--- src/rtl/gt_pkg.sv ---
// Shared constants for the guard timer: offsets, key values, control bits.
package gt_pkg;
    localparam int OFF_MODE  = 'h00;
    localparam int OFF_LEN   = 'h04;
    localparam int OFF_KICK  = 'h08;
    localparam int OFF_SWRST = 'h14;

    localparam logic [7:0]  MODE_KEY   = 8'h22;
    localparam logic [4:0]  LEN_KEY    = 5'h08;
    localparam logic [31:0] KICK_CODE  = 32'h0000_1971;
    localparam logic [31:0] SWRST_CODE = 32'h0000_1209;

    localparam int MODE_W  = 9;
    localparam logic [MODE_W-1:0] MODE_MASK = 9'h15F;
    localparam int LEN_LSB = 5;

    localparam int B_RUN   = 0;
    localparam int B_POL   = 1;
    localparam int B_PIN   = 2;
    localparam int B_IRQEN = 3;
    localparam int B_DUAL  = 6;

    typedef enum logic {ST_WARN, ST_FINAL} stage_e;
endpackage

--- src/rtl/gt_regs.sv ---
// Register file: key-checked writes, command strobes, combinational read-back.
// Assumes single-cycle writes; strobes are valid only in the write cycle.
module gt_regs
    import gt_pkg::*;
#(
    parameter int ADDR_W = 8,
    parameter int LEN_W  = 11
) (
    input  logic              clk,
    input  logic              rst_n,
    input  logic              we_i,
    input  logic [ADDR_W-1:0] addr_i,
    input  logic [31:0]       wdata_i,
    output logic [MODE_W-1:0] mode_o,
    output logic [LEN_W-1:0]  len_o,
    output logic              kick_o,
    output logic              swrst_o,
    output logic [31:0]       rdata_o
);
    localparam int PAD_W = 32 - LEN_LSB - LEN_W;

    logic hit_mode, hit_len;

    // Decode accepted writes and command codes.
    always_comb begin
        hit_mode = we_i && (addr_i == ADDR_W'(OFF_MODE)) && (wdata_i[31:24] == MODE_KEY);
        hit_len  = we_i && (addr_i == ADDR_W'(OFF_LEN))  && (wdata_i[LEN_LSB-1:0] == LEN_KEY);
        kick_o   = we_i && (addr_i == ADDR_W'(OFF_KICK))  && (wdata_i == KICK_CODE);
        swrst_o  = we_i && (addr_i == ADDR_W'(OFF_SWRST)) && (wdata_i == SWRST_CODE);
    end

    // Hold the control and length registers.
    always_ff @(posedge clk) begin
        if (!rst_n) begin
            mode_o <= '0;
            len_o  <= '1;
        end else begin
            if (hit_mode) mode_o <= wdata_i[MODE_W-1:0] & MODE_MASK;
            if (hit_len)  len_o  <= wdata_i[LEN_LSB +: LEN_W];
        end
    end

    // Return the addressed register without its key field.
    always_comb begin
        if (addr_i == ADDR_W'(OFF_MODE))
            rdata_o = {{(32-MODE_W){1'b0}}, mode_o};
        else if (addr_i == ADDR_W'(OFF_LEN))
            rdata_o = {{PAD_W{1'b0}}, len_o, {LEN_LSB{1'b0}}};
        else
            rdata_o = '0;
    end
endmodule

--- src/rtl/gt_prescale.sv ---
// Tick prescaler: emits one unit strobe every UNIT_TICKS counted ticks.
// Assumes clear_i restarts the unit; counting only while run_i is high.
module gt_prescale #(
    parameter int UNIT_TICKS = 512
) (
    input  logic clk,
    input  logic rst_n,
    input  logic tick_i,
    input  logic run_i,
    input  logic clear_i,
    output logic unit_o
);
    localparam int PRE_W = (UNIT_TICKS > 1) ? $clog2(UNIT_TICKS) : 1;
    localparam logic [PRE_W-1:0] LAST = PRE_W'(UNIT_TICKS - 1);

    logic [PRE_W-1:0] pre_q;

    // Unit boundary on the last tick of a unit.
    assign unit_o = run_i && tick_i && (pre_q == LAST);

    // Advance the sub-unit tick count.
    always_ff @(posedge clk) begin
        if (!rst_n || clear_i)
            pre_q <= '0;
        else if (run_i && tick_i)
            pre_q <= (pre_q == LAST) ? '0 : pre_q + PRE_W'(1);
    end
endmodule

--- src/rtl/gt_countdown.sv ---
// Two-stage countdown: warning stage (interrupt) then final stage (bite).
// Assumes len_i is sampled on every load; length 0 expires after one unit.
module gt_countdown
    import gt_pkg::*;
#(
    parameter int LEN_W = 11
) (
    input  logic             clk,
    input  logic             rst_n,
    input  logic             en_i,
    input  logic             dual_i,
    input  logic             irqen_i,
    input  logic [LEN_W-1:0] len_i,
    input  logic             kick_i,
    input  logic             unit_i,
    input  logic             hold_i,
    output logic             run_o,
    output logic             clear_o,
    output logic             bite_o,
    output logic             irq_o
);
    logic [LEN_W-1:0] cnt_q;
    stage_e           stage_q;
    logic             en_q;
    logic             load, last_unit, warn_now;

    // Load, run and expiry decisions.
    always_comb begin
        load      = en_i && (!en_q || kick_i);
        run_o     = en_i && !hold_i && !load;
        clear_o   = load || !en_i;
        last_unit = unit_i && !load && (cnt_q <= LEN_W'(1));
        warn_now  = last_unit && (stage_q == ST_WARN) && dual_i && irqen_i;
        bite_o    = last_unit && !warn_now;
    end

    // Count units, switch stages and hold the interrupt.
    always_ff @(posedge clk) begin
        if (!rst_n) begin
            cnt_q   <= '0;
            stage_q <= ST_WARN;
            en_q    <= 1'b0;
            irq_o   <= 1'b0;
        end else begin
            en_q <= en_i;
            if (!en_i) begin
                stage_q <= ST_WARN;
                irq_o   <= 1'b0;
            end else if (load) begin
                cnt_q   <= len_i;
                stage_q <= ST_WARN;
                irq_o   <= 1'b0;
            end else if (warn_now) begin
                cnt_q   <= len_i;
                stage_q <= ST_FINAL;
                irq_o   <= 1'b1;
            end else if (bite_o) begin
                cnt_q   <= len_i;
                stage_q <= ST_WARN;
            end else if (unit_i) begin
                cnt_q <= cnt_q - LEN_W'(1);
            end
        end
    end
endmodule

--- src/rtl/gt_reset_pulse.sv ---
// Reset pulse generator and external pin driver.
// Assumes fire_i may arrive at any time and restarts the full pulse.
module gt_reset_pulse #(
    parameter int PULSE_TICKS = 16
) (
    input  logic clk,
    input  logic rst_n,
    input  logic tick_i,
    input  logic fire_i,
    input  logic pin_en_i,
    input  logic pol_i,
    output logic sys_rst_o,
    output logic ext_rst_o
);
    localparam int PW = $clog2(PULSE_TICKS + 1);

    logic [PW-1:0] left_q;

    // Count the remaining pulse ticks.
    always_ff @(posedge clk) begin
        if (!rst_n)
            left_q <= '0;
        else if (fire_i)
            left_q <= PW'(PULSE_TICKS);
        else if (tick_i && (left_q != '0))
            left_q <= left_q - PW'(1);
    end

    // Drive the system reset and the pin at its programmed polarity.
    always_comb begin
        sys_rst_o = (left_q != '0);
        ext_rst_o = pin_en_i ? (sys_rst_o ~^ pol_i) : !pol_i;
    end
endmodule

--- src/rtl/guard_timer.sv ---
// Top level of the key-guarded watchdog.
// Assumes tick_i is a one-cycle enable derived from the slow clock.
module guard_timer
    import gt_pkg::*;
#(
    parameter int ADDR_W      = 8,
    parameter int LEN_W       = 11,
    parameter int UNIT_TICKS  = 512,
    parameter int PULSE_TICKS = 16
) (
    input  logic              clk,
    input  logic              rst_n,
    input  logic              tick_i,
    input  logic              bus_we_i,
    input  logic [ADDR_W-1:0] bus_addr_i,
    input  logic [31:0]       bus_wdata_i,
    output logic [31:0]       bus_rdata_o,
    output logic              irq_o,
    output logic              sys_rst_o,
    output logic              ext_rst_o
);
    logic [MODE_W-1:0] mode_q;
    logic [LEN_W-1:0]  len_q;
    logic kick, swrst_hit, unit, run, clear, bite;

    gt_regs #(.ADDR_W(ADDR_W), .LEN_W(LEN_W)) regs_i (
        .clk(clk), .rst_n(rst_n), .we_i(bus_we_i), .addr_i(bus_addr_i),
        .wdata_i(bus_wdata_i), .mode_o(mode_q), .len_o(len_q),
        .kick_o(kick), .swrst_o(swrst_hit), .rdata_o(bus_rdata_o)
    );

    gt_prescale #(.UNIT_TICKS(UNIT_TICKS)) pre_i (
        .clk(clk), .rst_n(rst_n), .tick_i(tick_i), .run_i(run),
        .clear_i(clear), .unit_o(unit)
    );

    gt_countdown #(.LEN_W(LEN_W)) cnt_i (
        .clk(clk), .rst_n(rst_n), .en_i(mode_q[B_RUN]), .dual_i(mode_q[B_DUAL]),
        .irqen_i(mode_q[B_IRQEN]), .len_i(len_q), .kick_i(kick), .unit_i(unit),
        .hold_i(sys_rst_o), .run_o(run), .clear_o(clear), .bite_o(bite),
        .irq_o(irq_o)
    );

    gt_reset_pulse #(.PULSE_TICKS(PULSE_TICKS)) pulse_i (
        .clk(clk), .rst_n(rst_n), .tick_i(tick_i), .fire_i(swrst_hit || bite),
        .pin_en_i(mode_q[B_PIN]), .pol_i(mode_q[B_POL]),
        .sys_rst_o(sys_rst_o), .ext_rst_o(ext_rst_o)
    );
endmodule

--- config.mk ---
export PLATFORM = sky130hd
export DESIGN_NAME = guard_timer
export DESIGN_NICKNAME = d
export VERILOG_FILES = /design/src/rtl/gt_pkg.sv /design/src/rtl/gt_regs.sv /design/src/rtl/gt_prescale.sv /design/src/rtl/gt_countdown.sv /design/src/rtl/gt_reset_pulse.sv /design/src/rtl/guard_timer.sv
export SDC_FILE = /design/constraint.sdc
export NUM_CORES = 1
export LEC_CHECK = 0
export CAP_MARGIN = 0
export CORE_MARGIN = 2
export CORE_UTILIZATION = 45
export CTS_BUF_LIST = sky130_fd_sc_hd__clkbuf_4 sky130_fd_sc_hd__clkbuf_8
export CTS_CLUSTER_SIZE = 40
export DETAILED_ROUTE_END_ITERATION = 10
export PLACE_DENSITY = 0.77
export SLEW_MARGIN = 20
export SYNTH_ARGS = -nofsm -noshare
export SYNTH_HDL_FRONTEND = slang
export SYNTH_SLANG_ARGS = --single-unit
--- constraint.sdc ---
create_clock -name clk -period 6.83 [get_ports clk]
set_input_delay 1.366 -clock clk [delete_from_list [all_inputs] [get_ports clk]]
set_output_delay 1.366 -clock clk [all_outputs]
set_load 0.01 [all_outputs]
; ---- Word level (Yosys, flattened, before mapping)
; Cells that the tools add are included.
[classes]
n_addsub = 3
mul = 0
div = 0
order_cmp = 1
n_eq_ne = 8
shifts = 0
mux = 12
bitwise = 4
reduce_logical = 39
[op_table]
columns = operator, count
row1 = 32-bit by 13-bit equality test with 1-bit output (second input constant), 2
row2 = 11-bit 2-to-1 mux, 4
row3 = 16-bit 2-to-1 mux, 2
row4 = 1-bit logical AND, 20
row5 = 11-bit by 1-bit less-or-equal comparator with 1-bit output (second input constant), 1
row6 = 11-bit by 1-bit subtractor with 11-bit output (second input constant), 1
row7 = 5-bit 2-to-1 mux, 2
row8 = 9-bit by 1-bit adder with 9-bit output (second input constant), 1
row9 = 9-bit equality test (second input constant), 1
row10 = 9-bit 2-to-1 mux, 1
row11 = 8-bit by 3-bit equality test with 1-bit output (second input constant), 1
row12 = 8-bit by 4-bit equality test with 1-bit output (second input constant), 1
row13 = 8-bit by 5-bit equality test with 1-bit output (second input constant), 1
row14 = 8-bit by 6-bit equality test with 1-bit output (second input constant), 1
row15 = 8-bit zero test, 1
row16 = 1-bit zero test, 7
row17 = 5-bit by 4-bit equality test with 1-bit output (second input constant), 1
row18 = 5-bit nonzero test, 1
row19 = 5-bit by 1-bit subtractor with 5-bit output (second input constant), 1
row20 = 1-bit logical OR, 4
row21 = 2-bit nonzero test, 2
row22 = 4-bit nonzero test, 1
row23 = 1-bit 2-to-1 mux, 3
row24 = 1-bit NOT, 3
row25 = other kinds (4), 4
[word_totals]
register_bits = 46
latchBits = 0
ram_bits = 0
rom_bits = 0
inputBits = 44
output_inout_bits = 35
elab_cells = 76
n_memories = 0

; ---- Depth between registers and ports, before layout
[depth]
ltp_word = 19
depth_mapped = 11
ltp_nobuf = 10

; ---- Hierarchy
; Synthesis repeated with hierarchy kept, for this count alone.
[hier_totals]
cells_unflattened = 326
hier_area_um2 = 2747.6
[modules_own_cells]
columns = module, n_inst, cells_per_inst, area_per_inst_um2, seq_area_each_um2
row1 = gt_regs, 1, 131, 1098.6, 360.3
row2 = gt_countdown, 1, 112, 910.9, 280.3
row3 = gt_prescale, 1, 53, 452.9, 180.2
row4 = gt_reset_pulse, 1, 29, 279.0, 100.1
row5 = guard_timer, 1, 1, 6.3, 0.0

; ---- Worst setup path before layout
; Ideal clock, no wire load.
[synth_path]
kind = input-to-output
startpoint = in bus_addr_i[5]
endpoint = out bus_rdata_o[8]
arrival_ps = 2364
required_ps = 5464
slack_ps = 3100
cell_stages = 5
n_path_buf = 1
cell_sequence = nor3_1 nand3_1 nor2_1 clkbuf_1 a22o_1
[synth_via]
elab_chain_len = 3
word_cells_on_any_way = 4
cone_classes = eq/ne: 1 / mux: 2 / reduce/logical: 1
[synth_lines]
columns = item, line
row1 = "start, declared", guard_timer.sv:15  ; input logic [ADDR_W-1:0] bus_addr_i,
row2 = 8-bit by 3-bit equality test with 1-bit output, gt_regs.sv:47  ; else if (addr_i == ADDR_W'(OFF_LEN))
row3 = 16-bit 2-to-1 mux, gt_regs.sv:47
row4 = 16-bit 2-to-1 mux *, gt_regs.sv:45  ; if (addr_i == ADDR_W'(OFF_MODE))
row5 = "end, declared", guard_timer.sv:17  ; output logic [31:0] bus_rdata_o,
; Mark *: on every way between the ends. The rest lies on a longest branch, timed or not.

; ---- Final worst setup path
[layout_path]
startpoint = in bus_addr_i[5]
endpoint = out bus_rdata_o[6]
; Same word-level chain as after synthesis.

==> results.md <==
Floorplanning
* floorplan die area: 0.00647 mm²
* die height: 80.5 µm
* Placement Rows: 27
* die outline width: 80.5 µm
* Core Area: 0.00557 mm²
* number of primary I/O pins: 79
* starting utilization of the core area: 0.472

Layout
* Util after Layout: 0.594
* commonest non-fill, non-tap cells in the layout: sky130_fd_sc_hd__clkdlybuf4s50_1, sky130_fd_sc_hd__nand2_1, sky130_fd_sc_hd__dfxtp_1, sky130_fd_sc_hd__nor2_1, sky130_fd_sc_hd__nand3_1
* FF+latch area: 921 µm²
* total non-filler cell area in the finished layout: 0.00331 mm²
* NumNets Final: 434
* commonest non-fill, non-tap cell in the layout: sky130_fd_sc_hd__clkdlybuf4s50_1
* ANT cells: 0
* area of the multi-input gates: 0.00153 mm²
* area added between synthesis and finish: 25.8%
* fraction of layout instances using a drive strength above 1: 0.0494
* filler cell count: 499

Route
* highest routed metal layer: met4
* initial drt markers: 159
* met3 WL: 440 µm
* total number of vias: 2449
* via density per instance: 5.36
* detailed-route wire length: 6010 µm
* total DRC errors in the routed layout: 0
* final antenna-violating net count: 0
* number of detailed-routing iterations run before antenna repair: 4
* DR WL met2: 2780 µm
* average detailed-routed wire length per instance: 13.2 µm
* Met1 Wirelength: 2670 µm

Yosys
* largest family of logic cells by synthesized area: simple AND/OR/NAND/NOR gates
* Yosys warning count: 0
* Synth Area in Compound Gates: 0.102
* Cells after Synth: 328
* average instance area after synthesis: 8.02 µm²
* count of unique library cells instantiated by Yosys: 50
* share of the yosys chip area belonging to registers: 0.350
* area share of fa/ha/maj cells after synthesis: 0.0285
* multiplexer fraction of the synthesized cell area: 0.0381
* fraction of synthesized cell area in xor and xnor cells: 0.0400
* flip-flop and latch count after synthesis: 46
* simple-gate share of the synthesized area: 0.351
* post-synthesis instance area: 0.00263 mm²

Pwr
* Cell Pwr Density: 190 mW/mm²
* Overall Power: 0.629 mW
* static power due to leakage: 1.24 nW
* worst supply voltage drop on vdd: 0.000116 V

Critical path
* FF-to-FF path depth: 10
* critical-path maximum fanout: 12
* category of the worst setup path launch point: primary input
* crit path kind: primary input to primary output
* type of element capturing the critical path: primary output
* arrival time at the worst endpoint: 3.52 ns
* worst endpoint required time: 5.46 ns

Clock network
* Max Root-Sink Buffers: 2
* Post-CTS Hold Buffers: 0
* clock insertion delay at the later pin of the skew report: 0.29 ns
* clock tree sinks: 46
* CTS tree: yes
* H-tree depth: 2
* count of instances resized after the clock tree is built: 0
* CTS Root Cell: sky130_fd_sc_hd__clkbuf_8
* Setup Buffers After CTS: 0
* clock-pin transition on the worst setup and hold timing paths: 0.08 ns
* Num CTS Buffers: 5

Hold path
* hold-critical path depth: 2
* Tightest Hold Check Type: flip-flop to flip-flop

STA
* final worst-path setup slack: 1.94 ns
* final cycle utilization of the critical path: 0.716
* maximum clock skew at final layout: 0.00185 ns
* worst slew margin relative to its limit: 0.457
* final count of negative-setup-slack endpoints: 0
* Slew Viols, Final: 0
* transition time at the pin with the least slew margin: 0.813 ns
* timing-limited maximum frequency: 205 MHz
* setup total negative slack: 0 ns
* hold violation total from the final report: 0
* setup repair after global routing missed its margin: no
* final period demand of the worst path: 4.89 ns

Global routing
* vias in the first global route: 2264
* wire length of the first global-routing pass: 10100 µm
* Global Route Usage Sum: 0.195
* remaining global-route overflow: 0
* initial antenna violation count: 0
* largest net degree at the start of global routing: 23

Placed design
* final estimated routing congestion in global placement: 0.894
* post-detailed-placement cell area: 0.00321 mm²
* post-placement setup slack: 1.95 ns
* dpl hpwl: 4670 µm
* Buffers on Ports: 62

Flow run
* max-cap violation count: 0

Status
* result of the run: finished, final reports clean

## synth_stat cells, drive strengths merged
cell,number,area share
and4b,3,0.011
a221oi,1,0.0033
buf,21,0.061
a41oi,1,0.0033
nand3b,2,0.0057
a211oi,1,0.0029
xor2,6,0.020
a22o,5,0.017
o21ai,2,0.0038
or3b,1,0.0033
nor3,12,0.025
mux2i,10,0.038
o22ai,1,0.0024
and3,3,0.0071
nor2,35,0.050
inv,12,0.017
nor4,9,0.026
a2bb2oi,1,0.0033
o31a,6,0.020
a21oi,6,0.011
nand4,7,0.019
o221a,1,0.0043
xnor2,6,0.020
a21bo,1,0.0038
o21a,2,0.0057
nor4b,4,0.018
clkbuf,8,0.011
and2,17,0.041
conb,1,0.0014
or3,4,0.0095
nand3,26,0.051
nor3b,1,0.0029
a41o,1,0.0038
dfxtp,46,0.35
ha,6,0.029
o2111a,1,0.0043
nor2b,2,0.0048
o211ai,2,0.0057
a31oi,3,0.0071
nand2,50,0.072
or4,1,0.0029
## registers in the layout (all words and copies together), names as in the netlist
register and count:
pre_i.pre_q 9, pulse_i.left_q 5, cnt_i.stage_q 1, cnt_i.en_q 1, cnt_i.irq_o 1, regs_i.len_o 11
cnt_i.cnt_q 11, regs_i.mode_o 7
## metrics by stage
step | instances | hold slack (ns)
detailed placement | 449 | 0.454
finish | 457 | 0.462
global route | 457 | 0.499
CTS | 457 | 0.467
global placement | 449 | 0.443
floorplan | 343 | 0.432
## cell type report
cell class              instances  share of cell area
inverters                      12              0.0136
clock inverters                 1             0.00151
flip-flops and latches         46               0.278
multi-input cells             256               0.462
repair buffers                 63               0.190
clock buffers                   7              0.0272
well taps                      72              0.0272
## cell families (layout without fill, tap and decap cells)
family,count (synthesis),after routing
AND/OR/NAND/NOR,177,177
flip-flops,46,46
buffers and inverters,41,83
AO/OA/AOI/OAI,35,35
XOR/XNOR,12,12
multiplexers,10,10
adder cells (fa/ha/maj),6,6
other,1,16
## metal layers
metal | vias to the layer above | track usage
met2 | 111 | 0.323
met1 | 1105 | 0.250
met5 | - | 0
met3 | 10 | 0.0393
li1 | 1223 | -
met4 | 0 | 0.0729
## where the power goes
group | switching, mW | internal (mW) | total (mW) | leakage [nW]
combinational | 0.0820 | 0.0851 | 0.167 | 0.819
clock | 0.0856 | 0.0857 | 0.171 | 0.0517
sequential | 0.0107 | 0.280 | 0.291 | 0.371
total | 0.178 | 0.451 | 0.629 | 1.24
## worst max-delay path: stages
cell,delay [ns]
sky130_fd_sc_hd__clkdlybuf4s50_1,0.39
sky130_fd_sc_hd__nor3_1,0.33
sky130_fd_sc_hd__nand3_1,0.15
sky130_fd_sc_hd__nor2_1,0.49
sky130_fd_sc_hd__a22o_1,0.25
sky130_fd_sc_hd__clkdlybuf4s50_1,0.53
## worst paths after layout
kind	startpoint	to	slack (ns)
worst max-delay path	bus_addr_i[5]	bus_rdata_o[6]	1.94
worst min-delay path	cnt_i.stage_q$_SDFFE_PP0P_	cnt_i.stage_q$_SDFFE_PP0P_	0.46
worst max register to register	pre_i.pre_q[0]$_SDFFE_PP0P_	cnt_i.cnt_q[9]$_SDFFE_PN0P_	3.65
worst min register to register	cnt_i.stage_q$_SDFFE_PP0P_	cnt_i.stage_q$_SDFFE_PP0P_	0.46
Power figures use the tool's default switching activity.
